`src/rtl/rstwdt_pkg.sv`:
```
package rstwdt_pkg;

    typedef enum logic [1:0] {
        KEY_IDLE,
        KEY_GOT1,
        KEY_GOT2,
        KEY_OPEN
    } key_state_t;

    typedef enum logic {
        PG_IDLE,
        PG_HOLD
    } pulse_state_t;

    localparam int MODE_W = 4;

    typedef struct packed {
        logic              act;
        logic              en;
        logic [MODE_W-1:0] mode;
    } wd_cfg_t;

    localparam logic [7:0] KEY_FIRST  = 8'h55;
    localparam logic [7:0] KEY_SECOND = 8'hAA;
    localparam logic [7:0] KEY_THIRD  = 8'h5A;
    localparam logic [7:0] WD_REFRESH = 8'h55;

endpackage

```
`src/rtl/rstwdt_unlock.sv`:
```
module rstwdt_unlock
    import rstwdt_pkg::*;
#(
    parameter int WIN_CYC = 64
) (
    input  logic       clk,
    input  logic       rst_n,
    input  logic       wr_en,
    input  logic       key_hit,
    input  logic       cmd_hit,
    input  logic [7:0] wr_data,
    output logic       window_o,
    output logic       sw_req_o
);

    localparam int WIN_W = $clog2(WIN_CYC + 1);
    localparam logic [WIN_W-1:0] WIN_LAST = WIN_W'(WIN_CYC - 1);

    key_state_t       state_q, state_d;
    logic [WIN_W-1:0] win_cnt_q;

    // state register
    always_ff @(posedge clk or negedge rst_n) begin
        if (!rst_n) begin
            state_q <= KEY_IDLE;
        end else begin
            state_q <= state_d;
        end
    end

    // next-state logic
    always_comb begin
        state_d = state_q;
        unique case (state_q)
            KEY_IDLE: begin
                if (key_hit && wr_data == KEY_FIRST) begin
                    state_d = KEY_GOT1;
                end
            end
            KEY_GOT1: begin
                if (wr_en) begin
                    state_d = (key_hit && wr_data == KEY_SECOND) ? KEY_GOT2 : KEY_IDLE;
                end
            end
            KEY_GOT2: begin
                if (wr_en) begin
                    state_d = (key_hit && wr_data == KEY_THIRD) ? KEY_OPEN : KEY_IDLE;
                end
            end
            KEY_OPEN: begin
                if (cmd_hit || win_cnt_q == WIN_LAST) begin
                    state_d = KEY_IDLE;
                end
            end
            default: state_d = KEY_IDLE;
        endcase
    end

    // window lifetime counter
    always_ff @(posedge clk or negedge rst_n) begin
        if (!rst_n) begin
            win_cnt_q <= '0;
        end else if (state_q != KEY_OPEN) begin
            win_cnt_q <= '0;
        end else begin
            win_cnt_q <= win_cnt_q + 1'b1;
        end
    end

    // outputs
    always_comb begin
        window_o = (state_q == KEY_OPEN);
        sw_req_o = (state_q == KEY_OPEN) && cmd_hit && wr_data[0];
    end

endmodule

```
`src/rtl/rstwdt_wdog.sv`:
```
module rstwdt_wdog
    import rstwdt_pkg::*;
#(
    parameter int CNT_W = 8
) (
    input  logic       clk,
    input  logic       rst_n,
    input  logic       cfg_we,
    input  wd_cfg_t    cfg_data,
    input  logic       kick_we,
    input  logic [7:0] kick_data,
    input  logic       clr_irq,
    output logic       irq_o,
    output logic       rst_req_o
);

    localparam int PRE_W = (2 ** MODE_W) - 1;
    localparam logic [PRE_W-1:0]  PRE_ONES = {PRE_W{1'b1}};
    localparam logic [MODE_W-1:0] PRE_TOP  = MODE_W'(PRE_W);
    localparam logic [CNT_W-1:0]  CNT_MAX  = {CNT_W{1'b1}};

    wd_cfg_t          cfg_q;
    logic [PRE_W-1:0] pre_q;
    logic [PRE_W-1:0] tap_mask;
    logic [CNT_W-1:0] cnt_q;
    logic             restart;
    logic             tick;
    logic             expire;

    assign restart  = (kick_we && kick_data == WD_REFRESH) || cfg_we;
    assign tap_mask = PRE_ONES >> (PRE_TOP - cfg_q.mode);
    assign tick     = cfg_q.en && ((pre_q & tap_mask) == tap_mask);
    assign expire   = tick && (cnt_q == CNT_MAX) && !restart;

    always_ff @(posedge clk or negedge rst_n) begin
        if (!rst_n) begin
            cfg_q <= '0;
        end else if (cfg_we) begin
            cfg_q <= cfg_data;
        end
    end

    always_ff @(posedge clk or negedge rst_n) begin
        if (!rst_n) begin
            pre_q <= '0;
            cnt_q <= '0;
        end else if (restart || !cfg_q.en) begin
            pre_q <= '0;
            cnt_q <= '0;
        end else begin
            pre_q <= pre_q + 1'b1;
            if (tick) begin
                cnt_q <= cnt_q + 1'b1;
            end
        end
    end

    always_ff @(posedge clk or negedge rst_n) begin
        if (!rst_n) begin
            irq_o <= 1'b0;
        end else if (expire && !cfg_q.act) begin
            irq_o <= 1'b1;
        end else if (clr_irq) begin
            irq_o <= 1'b0;
        end
    end

    assign rst_req_o = expire && cfg_q.act;

endmodule

```
`src/rtl/rstwdt_pulse.sv`:
```
module rstwdt_pulse
    import rstwdt_pkg::*;
#(
    parameter int RST_LEN = 4
) (
    input  logic clk,
    input  logic por_n,
    input  logic sw_req,
    input  logic wd_req,
    input  logic clr_flag,
    output logic sys_rst_o,
    output logic flag_o
);

    localparam int CW = $clog2(RST_LEN + 1);
    localparam logic [CW-1:0] LEN_LAST = CW'(RST_LEN - 1);

    pulse_state_t state_q, state_d;
    logic [CW-1:0] len_q;

    // state register
    always_ff @(posedge clk or negedge por_n) begin
        if (!por_n) begin
            state_q <= PG_IDLE;
        end else begin
            state_q <= state_d;
        end
    end

    always_comb begin
        state_d = state_q;
        unique case (state_q)
            PG_IDLE: if (sw_req || wd_req) state_d = PG_HOLD;
            PG_HOLD: if (len_q == LEN_LAST) state_d = PG_IDLE;
            default: state_d = PG_IDLE;
        endcase
    end

    always_ff @(posedge clk or negedge por_n) begin
        if (!por_n) begin
            len_q <= '0;
        end else if (state_q == PG_HOLD) begin
            len_q <= len_q + 1'b1;
        end else begin
            len_q <= '0;
        end
    end

    // sticky watchdog-reset flag, power-on domain only
    always_ff @(posedge clk or negedge por_n) begin
        if (!por_n) begin
            flag_o <= 1'b0;
        end else if (wd_req && state_q == PG_IDLE) begin
            flag_o <= 1'b1;
        end else if (clr_flag) begin
            flag_o <= 1'b0;
        end
    end

    // outputs
    always_comb begin
        sys_rst_o = (state_q == PG_HOLD);
    end

endmodule

```
`src/rtl/rstwdt_ctrl.sv`:
```
module rstwdt_ctrl
    import rstwdt_pkg::*;
#(
    parameter int              ADDR_W    = 8,
    parameter logic [ADDR_W-1:0] KEY_ADDR  = 8'h10,
    parameter logic [ADDR_W-1:0] CMD_ADDR  = 8'h11,
    parameter logic [ADDR_W-1:0] CFG_ADDR  = 8'h12,
    parameter logic [ADDR_W-1:0] KICK_ADDR = 8'h13,
    parameter logic [ADDR_W-1:0] STAT_ADDR = 8'h14,
    parameter int              WIN_CYC   = 64,
    parameter int              RST_LEN   = 4,
    parameter int              WD_CNT_W  = 8
) (
    input  logic              clk,
    input  logic              por_n,
    input  logic              rst_n,
    input  logic              wr_en,
    input  logic [ADDR_W-1:0] wr_addr,
    input  logic [7:0]        wr_data,
    output logic              sys_rst_o,
    output logic              swr_window_o,
    output logic              wdt_irq_o,
    output logic              wdt_rst_flag_o
);

    logic key_hit, cmd_hit, cfg_hit, kick_hit, stat_hit;
    logic sw_req, wd_req;

    assign key_hit  = wr_en && (wr_addr == KEY_ADDR);
    assign cmd_hit  = wr_en && (wr_addr == CMD_ADDR);
    assign cfg_hit  = wr_en && (wr_addr == CFG_ADDR);
    assign kick_hit = wr_en && (wr_addr == KICK_ADDR);
    assign stat_hit = wr_en && (wr_addr == STAT_ADDR);

    rstwdt_unlock #(
        .WIN_CYC (WIN_CYC)
    ) u_unlock (
        .clk      (clk),
        .rst_n    (rst_n),
        .wr_en    (wr_en),
        .key_hit  (key_hit),
        .cmd_hit  (cmd_hit),
        .wr_data  (wr_data),
        .window_o (swr_window_o),
        .sw_req_o (sw_req)
    );

    rstwdt_wdog #(
        .CNT_W (WD_CNT_W)
    ) u_wdog (
        .clk       (clk),
        .rst_n     (rst_n),
        .cfg_we    (cfg_hit),
        .cfg_data  (wd_cfg_t'(wr_data[5:0])),
        .kick_we   (kick_hit),
        .kick_data (wr_data),
        .clr_irq   (stat_hit && wr_data[0]),
        .irq_o     (wdt_irq_o),
        .rst_req_o (wd_req)
    );

    rstwdt_pulse #(
        .RST_LEN (RST_LEN)
    ) u_pulse (
        .clk       (clk),
        .por_n     (por_n),
        .sw_req    (sw_req),
        .wd_req    (wd_req),
        .clr_flag  (stat_hit && wr_data[1]),
        .sys_rst_o (sys_rst_o),
        .flag_o    (wdt_rst_flag_o)
    );

endmodule

```
`config.mk`:
```
export PLATFORM = sky130hd
export DESIGN_NAME = rstwdt_ctrl
export DESIGN_NICKNAME = d
export VERILOG_FILES = /design/src/rtl/rstwdt_pkg.sv /design/src/rtl/rstwdt_unlock.sv /design/src/rtl/rstwdt_wdog.sv /design/src/rtl/rstwdt_pulse.sv /design/src/rtl/rstwdt_ctrl.sv
export SDC_FILE = /design/constraint.sdc
export NUM_CORES = 1
export LEC_CHECK = 0
export BUFFER_PORTS_ARGS = -buffer_cell sky130_fd_sc_hd__buf_2
export CORE_MARGIN = 2
export CORE_UTILIZATION = 40
export CTS_CLUSTER_DIAMETER = 200
export DETAILED_ROUTE_END_ITERATION = 12
export GPL_TIMING_DRIVEN = 1
export PLACE_DENSITY = 0.55
export SETUP_SLACK_MARGIN = 0.5
export SLEW_MARGIN = 20
export SYNTH_ARGS = -nofsm -noshare
export SYNTH_HDL_FRONTEND = slang
export SYNTH_SLANG_ARGS = --single-unit
```
`constraint.sdc`:
```
create_clock -name clk -period 4.05 [get_ports clk]
set_input_delay 0.81 -clock clk [delete_from_list [all_inputs] [get_ports clk]]
set_output_delay 0.81 -clock clk [all_outputs]
set_load 0.1 [all_outputs]
```
==> run summary, run 1 <==
Pin count of the biggest net entering global routing - 40
Layout Skew - 0.00285 ns
Worst Path Max Fanout - 7
Net Sw Frac - 31.5%
DR WL met3 - 145 um
Leakage - 1.29 nW
Detailed Place HPWL - 3550 um
Post-synth ARST share - 100%
Fillers - 593
H-tree depth - 2
Resized cells post-CTS - 0
Utilization after layout - 46.3%
Max Used Layer - met4
Worst setup SP type - register
CP Class - reg2out
Ant diodes - 0
Starting density of the core - 41.5%
Max-cap violations - 0
Synthesized netlist net count - 275
Final ANT Viol Nets - 0
Die H - 82.6 um
Critical path, cell by cell - nand2_1, inv_1, buf_2
Setup bufs post-CTS - 0
Number of synthesized flops with an enable pin - 0
Seq pwr share - 49.4%
CP peak stage delay - 0.46 ns
Tot Pwr - 1.19 mW
Pre-Repair DR Iteration Count - 6
Combinational power share - 22.3%
Mapped Cells - 250
Compound-cell area share of the yosys netlist - 9.42%
CTS Buffer Depth - 2
Number of synthesized register bits - 44
Adder-Cell Fraction of Synth Area - 2.53%
Core Region - 0.00596 mm2
Mux cell area share after synthesis - 6.28%
Commonest register cell after synthesis - dfrtp_1
CP arrival - 1.60 ns
Peak VDD IR - 0.361 mV
Clock Tree Root - clkbuf_8
Top Ports - 24
Outcome - completed
Row count - 28
M1 WL - 2520 um
Synth warnings - 0
Placed Area - 0.00264 mm2
Area Overhead vs Synth - 11.6%
Tcrit/Tclk final - 59.6%
GRT Overall Usage - 16.4%
Number of global-route vias before repair - 1762
WL met2 - 2110 um
Post-synth cell types - 50
Share of layout cells above drive strength 1 - 17.0%
Routed len/inst - 13.9 um
Clock Sinks - 44
Mapped Area - 0.00247 mm2
First-pass GRT wire length - 8390 um
Critical Path End Type - output pin
Final setup fails - 0
Mean Syn Cell Area - 9.88 um2
DRC viols - 0
Cts hold-fix bufs - 0
Setup crit start - u_unlock.state_q[1]
Post-layout minimum cycle time - 2.41 ns
Slowest-stage cell, CP - dfrtp_1
Internal - 813 uW
Min-Delay Path Class - in2async
DR vias - 1837
TritonCTS clock tree - yes
Clock transition at path regs - 0.08 ns
Clock share of power - 28.3%
Power Dens Cells - 431 mW/mm2
Skew-Pair Late Insertion Delay - 0.29 ns
Port buffer count - 23
TritonCTS Buffers - 5
GRT overflow - 0
Post-Synth Simple-Gate Area - 28.8%
Die Width - 82.6 um
Vias per std cell - 5.22
Largest family of logic cells by synthesized area - simple AND/OR/NAND/NOR gates
Fin area - 0.00276 mm2
Crit path required time - 3.24 ns
Sum of negative setup slack - 0 ns
Fraction of post-synthesis cell area in the top cell type by area - 44.6%
FF-to-FF Start - u_wdog.cfg_q[0]
Synth Area in XOR/XNOR - 6.03%
Antenna violations before repair - 0
Max-Slew Margin vs Limit - 41.1%
Synth area leader - dfrtp_1
Max Clock Freq - 414 MHz
GP Congestion - 0.803
Final Hold Viols - 0
WL final - 4880 um
Synth top area cells - dfrtp_1, nor2_1, nand2_1, nand3_1, mux2i_1
Final #Nets - 301
DIE AREA - 0.00682 mm2
RSZ-0062 raised after global routing - false
Sequential-to-total area share from yosys stat - 44.6%
Slew Limit Fails - 0
Worst slew pin tran - 0.883 ns
DR iter-0 viols - 74
NetSw - 373 uW
cells by family after synthesis:
family / Yosys count
and+or+nand+nor: 130
DFF: 44
AOI/OAI and AO/OA: 31
xor gates and xnor gates: 17
muxes: 13
buffers and inverters: 10
adders and majority gates: 5
power by group through the flow:
stage	clock network (mW)	registers (mW)	logic [mW]
floorplan	0	0.586	0.201
finish	0.336	0.586	0.265
global placement	0	0.592	0.265
CTS	0.350	0.586	0.270
global route	0.370	0.601	0.308
detailed placement	0	0.595	0.268
final cells by class:
cell class / instances / area, um2 / area share [%]
Timing Repair Buffer: 23 / 115 / 4.18
Inverter: 6 / 22.5 / 0.817
Clock inverter: 3 / 42.5 / 1.54
Multi-Input combinational cell: 196 / 1310 / 47.6
Tap cell: 75 / 93.8 / 3.41
Clock buffer: 5 / 68.8 / 2.50
Sequential cell: 44 / 1100 / 40.0
synthesized netlist by cell type, types with 2 or more instances:
cell type,n
a21oi_2,2
xor2_1,9
nor2b_1,5
nand4_1,6
mux2i_1,8
nor4_1,3
dfrtp_1,44
nand2b_1,11
o21a_1,4
and3_1,8
nand2_1,26
nand4bb_1,2
o21ai_0,8
nor4b_1,3
mux2_4,5
inv_1,6
nor2_1,27
and2_1,3
o21ai_1,2
nor3_1,6
xnor2_1,8
nor2_2,2
ha_1,5
nand3_1,17
buf_6,2
a21oi_1,4
cell usage in the layout, fill, tap and decap left out, drive strengths merged, types with 6 or more instances in the layout:
master,count
a21oi,6
buf,23
xor2,9
xnor2,8
nand4,6
and3,8
nor3,6
nand2,26
nand3,18
mux2i,8
dfrtp,44
inv,6
nand2b,11
nor2,29
o21ai,11
per-stage QoR:
stage	hold WS [ns]	instances	setup slack, ns
after detailed placement	0.439	344	1.54
after global placement	0.431	344	1.56
after floorplan	0.409	250	1.82
after global routing	0.307	352	1.55
after CTS	0.302	352	1.63
final	0.310	352	1.64
metal layers:
metal | global-route usage [%] | up-vias
met3 | 3.91 | 12
met4 | 6.23 | 0
met1 | 23.3 | 863
met2 | 24.1 | 21
li1 | - | 941
met5 | 0 | -
flip-flops by register name (all words and copies together), names as in the netlist:
name,cells
u_wdog.cfg_q,6
u_pulse.len_q,3
u_unlock.state_q,2
u_unlock.win_cnt_q,7
u_wdog.pre_q,15
u_pulse.flag_o,1
u_pulse.sys_rst_o,1
u_wdog.cnt_q,8
u_wdog.irq_o,1
worst paths after layout:
| kind | to | slack (ns) | cells after the start |
|---|---|---|---|
| max in group asynchronous | u_wdog.irq_o | 2.87 | 1 |
| worst max register to register | u_wdog.cnt_q[0] | 2.14 | 5 |
| worst min register to register | u_pulse.len_q[0] | 0.44 | 1 |
| min in group clk | u_pulse.len_q[0] | 0.44 | 1 |
| worst min-delay path | u_pulse.len_q[2] | 0.31 | 1 |
| worst max-delay path | swr_window_o | 1.64 | 3 |
critical path, delay by kind of cell (launching register included):
family	cells	cell delay [ns]
buf+inv	2	0.63
flops	1	0.46
simple gates	1	0.21
(Power assumes the default switching activity.)
==> run 2: changes to the inputs <==
- PLACE_DENSITY: 0.55 -> 0.57
- clock period: 4.05 -> 2.2 ns (I/O delays scaled with it)
==> run summary, run 2 (synthesized netlist as in run 1, its figures left out) <==
Final ANT Viol Nets - 0 (unchanged)
Net Sw Frac - 32.0% (+0.49 points)
TritonCTS Buffers - 5 (unchanged)
CP Class - in2reg
Core Region - 0.00596 mm2 (unchanged)
Antenna violations before repair - 0 (unchanged)
Power Dens Cells - 760 mW/mm2 (+76%)
Vias per std cell - 5.24 (+0.48%)
Leakage - 1.37 nW (+6.1%)
Top Ports - 24 (unchanged)
Worst slew pin tran - 0.581 ns (-0.301 ns)
Tot Pwr - 2.26 mW (+90%)
Final setup fails - 0 (unchanged)
Sum of negative setup slack - 0 ns (unchanged)
Starting density of the core - 41.5% (unchanged)
Min-Delay Path Class - in2async
Worst Path Max Fanout - 6 (-1)
Critical Path End Type - register
WL final - 5030 um (+3.0%)
DRC viols - 0 (unchanged)
Layout Skew - 0.00949 ns (+0.00664 ns)
GRT Overall Usage - 16.9% (+0.48 points)
Max-Slew Margin vs Limit - 61.2% (+20 points)
Crit path required time - 2.39 ns (-0.85 ns)
Routed len/inst - 13.8 um (-0.72%)
Port buffer count - 23 (unchanged)
Detailed Place HPWL - 3580 um (+0.64%)
Fillers - 552 (-6.9%)
Seq pwr share - 47.7% (-1.7 points)
Pre-CTS setup slack - 0.0777 ns (-1.46 ns)
Skew-Pair Late Insertion Delay - 0.30 ns (about the same)
Number of flip-flops in the largest register - 15 (unchanged)
Outcome - completed
First-pass GRT wire length - 8790 um (+4.8%)
Max-cap violations - 0 (unchanged)
DIE AREA - 0.00682 mm2 (unchanged)
Commonest non-fill, non-tap cell in the layout - dfrtp_1
PnR worst setup slack - 0.513 ns (-1.12 ns)
Number of global-route vias before repair - 1855 (+5.3%)
Pre-Repair DR Iteration Count - 4 (-2)
Row count - 28 (unchanged)
Die Width - 82.6 um (unchanged)
Clock Tree Root - clkbuf_8
CP arrival - 1.88 ns (+0.28 ns)
Tcrit/Tclk final - 76.7%
Area Overhead vs Synth - 20.4%
DR iter-0 viols - 68 (-8.1%)
GP Congestion - 0.821 (+2.3%)
Biggest regs - u_wdog.pre_q (15), u_wdog.cnt_q (8), u_unlock.win_cnt_q (7)
DR vias - 1914 (+4.2%)
Post-layout minimum cycle time - 1.69 ns
Combinational power share - 23.9% (+1.6 points)
Internal - 1.54 mW (+89%)
Clock Sinks - 44 (unchanged)
Largest register by flop count - u_wdog.pre_q
TritonCTS clock tree - yes
Clock share of power - 28.4% (about the same)
GRT overflow - 0 (unchanged)
Slew Limit Fails - 0 (unchanged)
Pin count of the biggest net entering global routing - 40 (unchanged)
CTS Buffer Depth - 2 (unchanged)
NetSw - 722 uW (+93%)
H-tree depth - 2 (unchanged)
Max Clock Freq - 593 MHz
Share of layout cells above drive strength 1 - 26.2% (+9.2 points)
Clock transition at path regs - 0.09 ns (about the same)
RSZ-0062 raised after global routing - true
Utilization after layout - 49.9% (+3.7 points)
Final Hold Viols - 0 (unchanged)
Final #Nets - 314 (+4.3%)
Ant diodes - 0 (unchanged)
Worst setup SP type - primary input
Worst R2R Path Depth - 6 (+1)
Most frequent cells in the layout - dfrtp_1, nor2_1, nand2_1
Peak VDD IR - 0.525 mV (+46%)
Die H - 82.6 um (unchanged)
run 2: cell types whose count changed in the layout (fill, tap and decap cells not counted), sizes merged:
cell         change
clkinv           -1
dlygate4sd3      +1
buf             +11
inv              +1
clkbuf           +1
run 2: timing repair:
| action | 4_1_cts | 5_1_grt |
|---|---|---|
| endpoints found under the hold margin | 5 | 0 |
| hold buffers | 1 | 0 |
| buffers inserted | 1 | 7 |
| resized for setup | 10 | 20 |
| pin swaps | 1 | 4 |
| setup endpoints to repair | 17 | 17 |
run 2: worst paths after layout:
kind                                        from                     to  slack [ns]
worst max-delay path                  wr_addr[5]        u_wdog.cfg_q[3]        0.51
worst min-delay path                       rst_n  u_unlock.win_cnt_q[6]        0.08
worst max register to register   u_wdog.cfg_q[2]        u_wdog.cnt_q[4]        0.60
worst min register to register  u_pulse.len_q[0]       u_pulse.len_q[0]        0.45
max in group asynchronous                  por_n       u_pulse.len_q[0]        1.60
min in group clk                      wr_data[4]        u_wdog.cfg_q[4]        0.39
run 2: power groups by stage:
stage	combinational [mW]	sequential, mW	clock, mW
after CTS	0.523	1.08	0.662
after global routing	0.619	1.10	0.703
after global placement	0.498	1.09	0
final	0.540	1.08	0.642
after floorplan	0.370	1.08	0
after detailed placement	0.510	1.09	0
run 2: critical path: stages:
cell      delay [ns]
buf_2           0.10
or4b_4          0.58
nor2_4          0.12
and4bb_4        0.33
mux2_4          0.31
run 2: layout make-up:
type / count / area, um2 / share of cell area, %
inverter: 6 / 22.5 / 0.757
sequential: 44 / 1110 / 37.2
timing repair buffer: 36 / 248 / 8.33
tap: 75 / 93.8 / 3.16
clock inverter: 3 / 46.3 / 1.56
clock buffer: 5 / 68.8 / 2.31
multi-input combinational: 196 / 1390 / 46.7
run 2: stage by stage:
stage,cell area (um2),cells,hold WS (ns)
4_1_cts,2850,358,0.0858
3_3_place_gp,2690,348,0.258
5_1_grt,2970,365,0.0934
3_5_place_dp,2690,348,0.259
2_1_floorplan,2470,250,0.144
6_report,2970,365,0.0845
run 2: per-layer routing:
| metal | GRT usage, % | share of wire, % | up-vias |
|---|---|---|---|
| met1 | 23.5 | 50 | 926 |
| met5 | 0 | 0 | - |
| met4 | 5.41 | 1.4 | 0 |
| met2 | 26.2 | 46 | 17 |
| met3 | 3.48 | 2.6 | 7 |
| li1 | - | - | 964 |
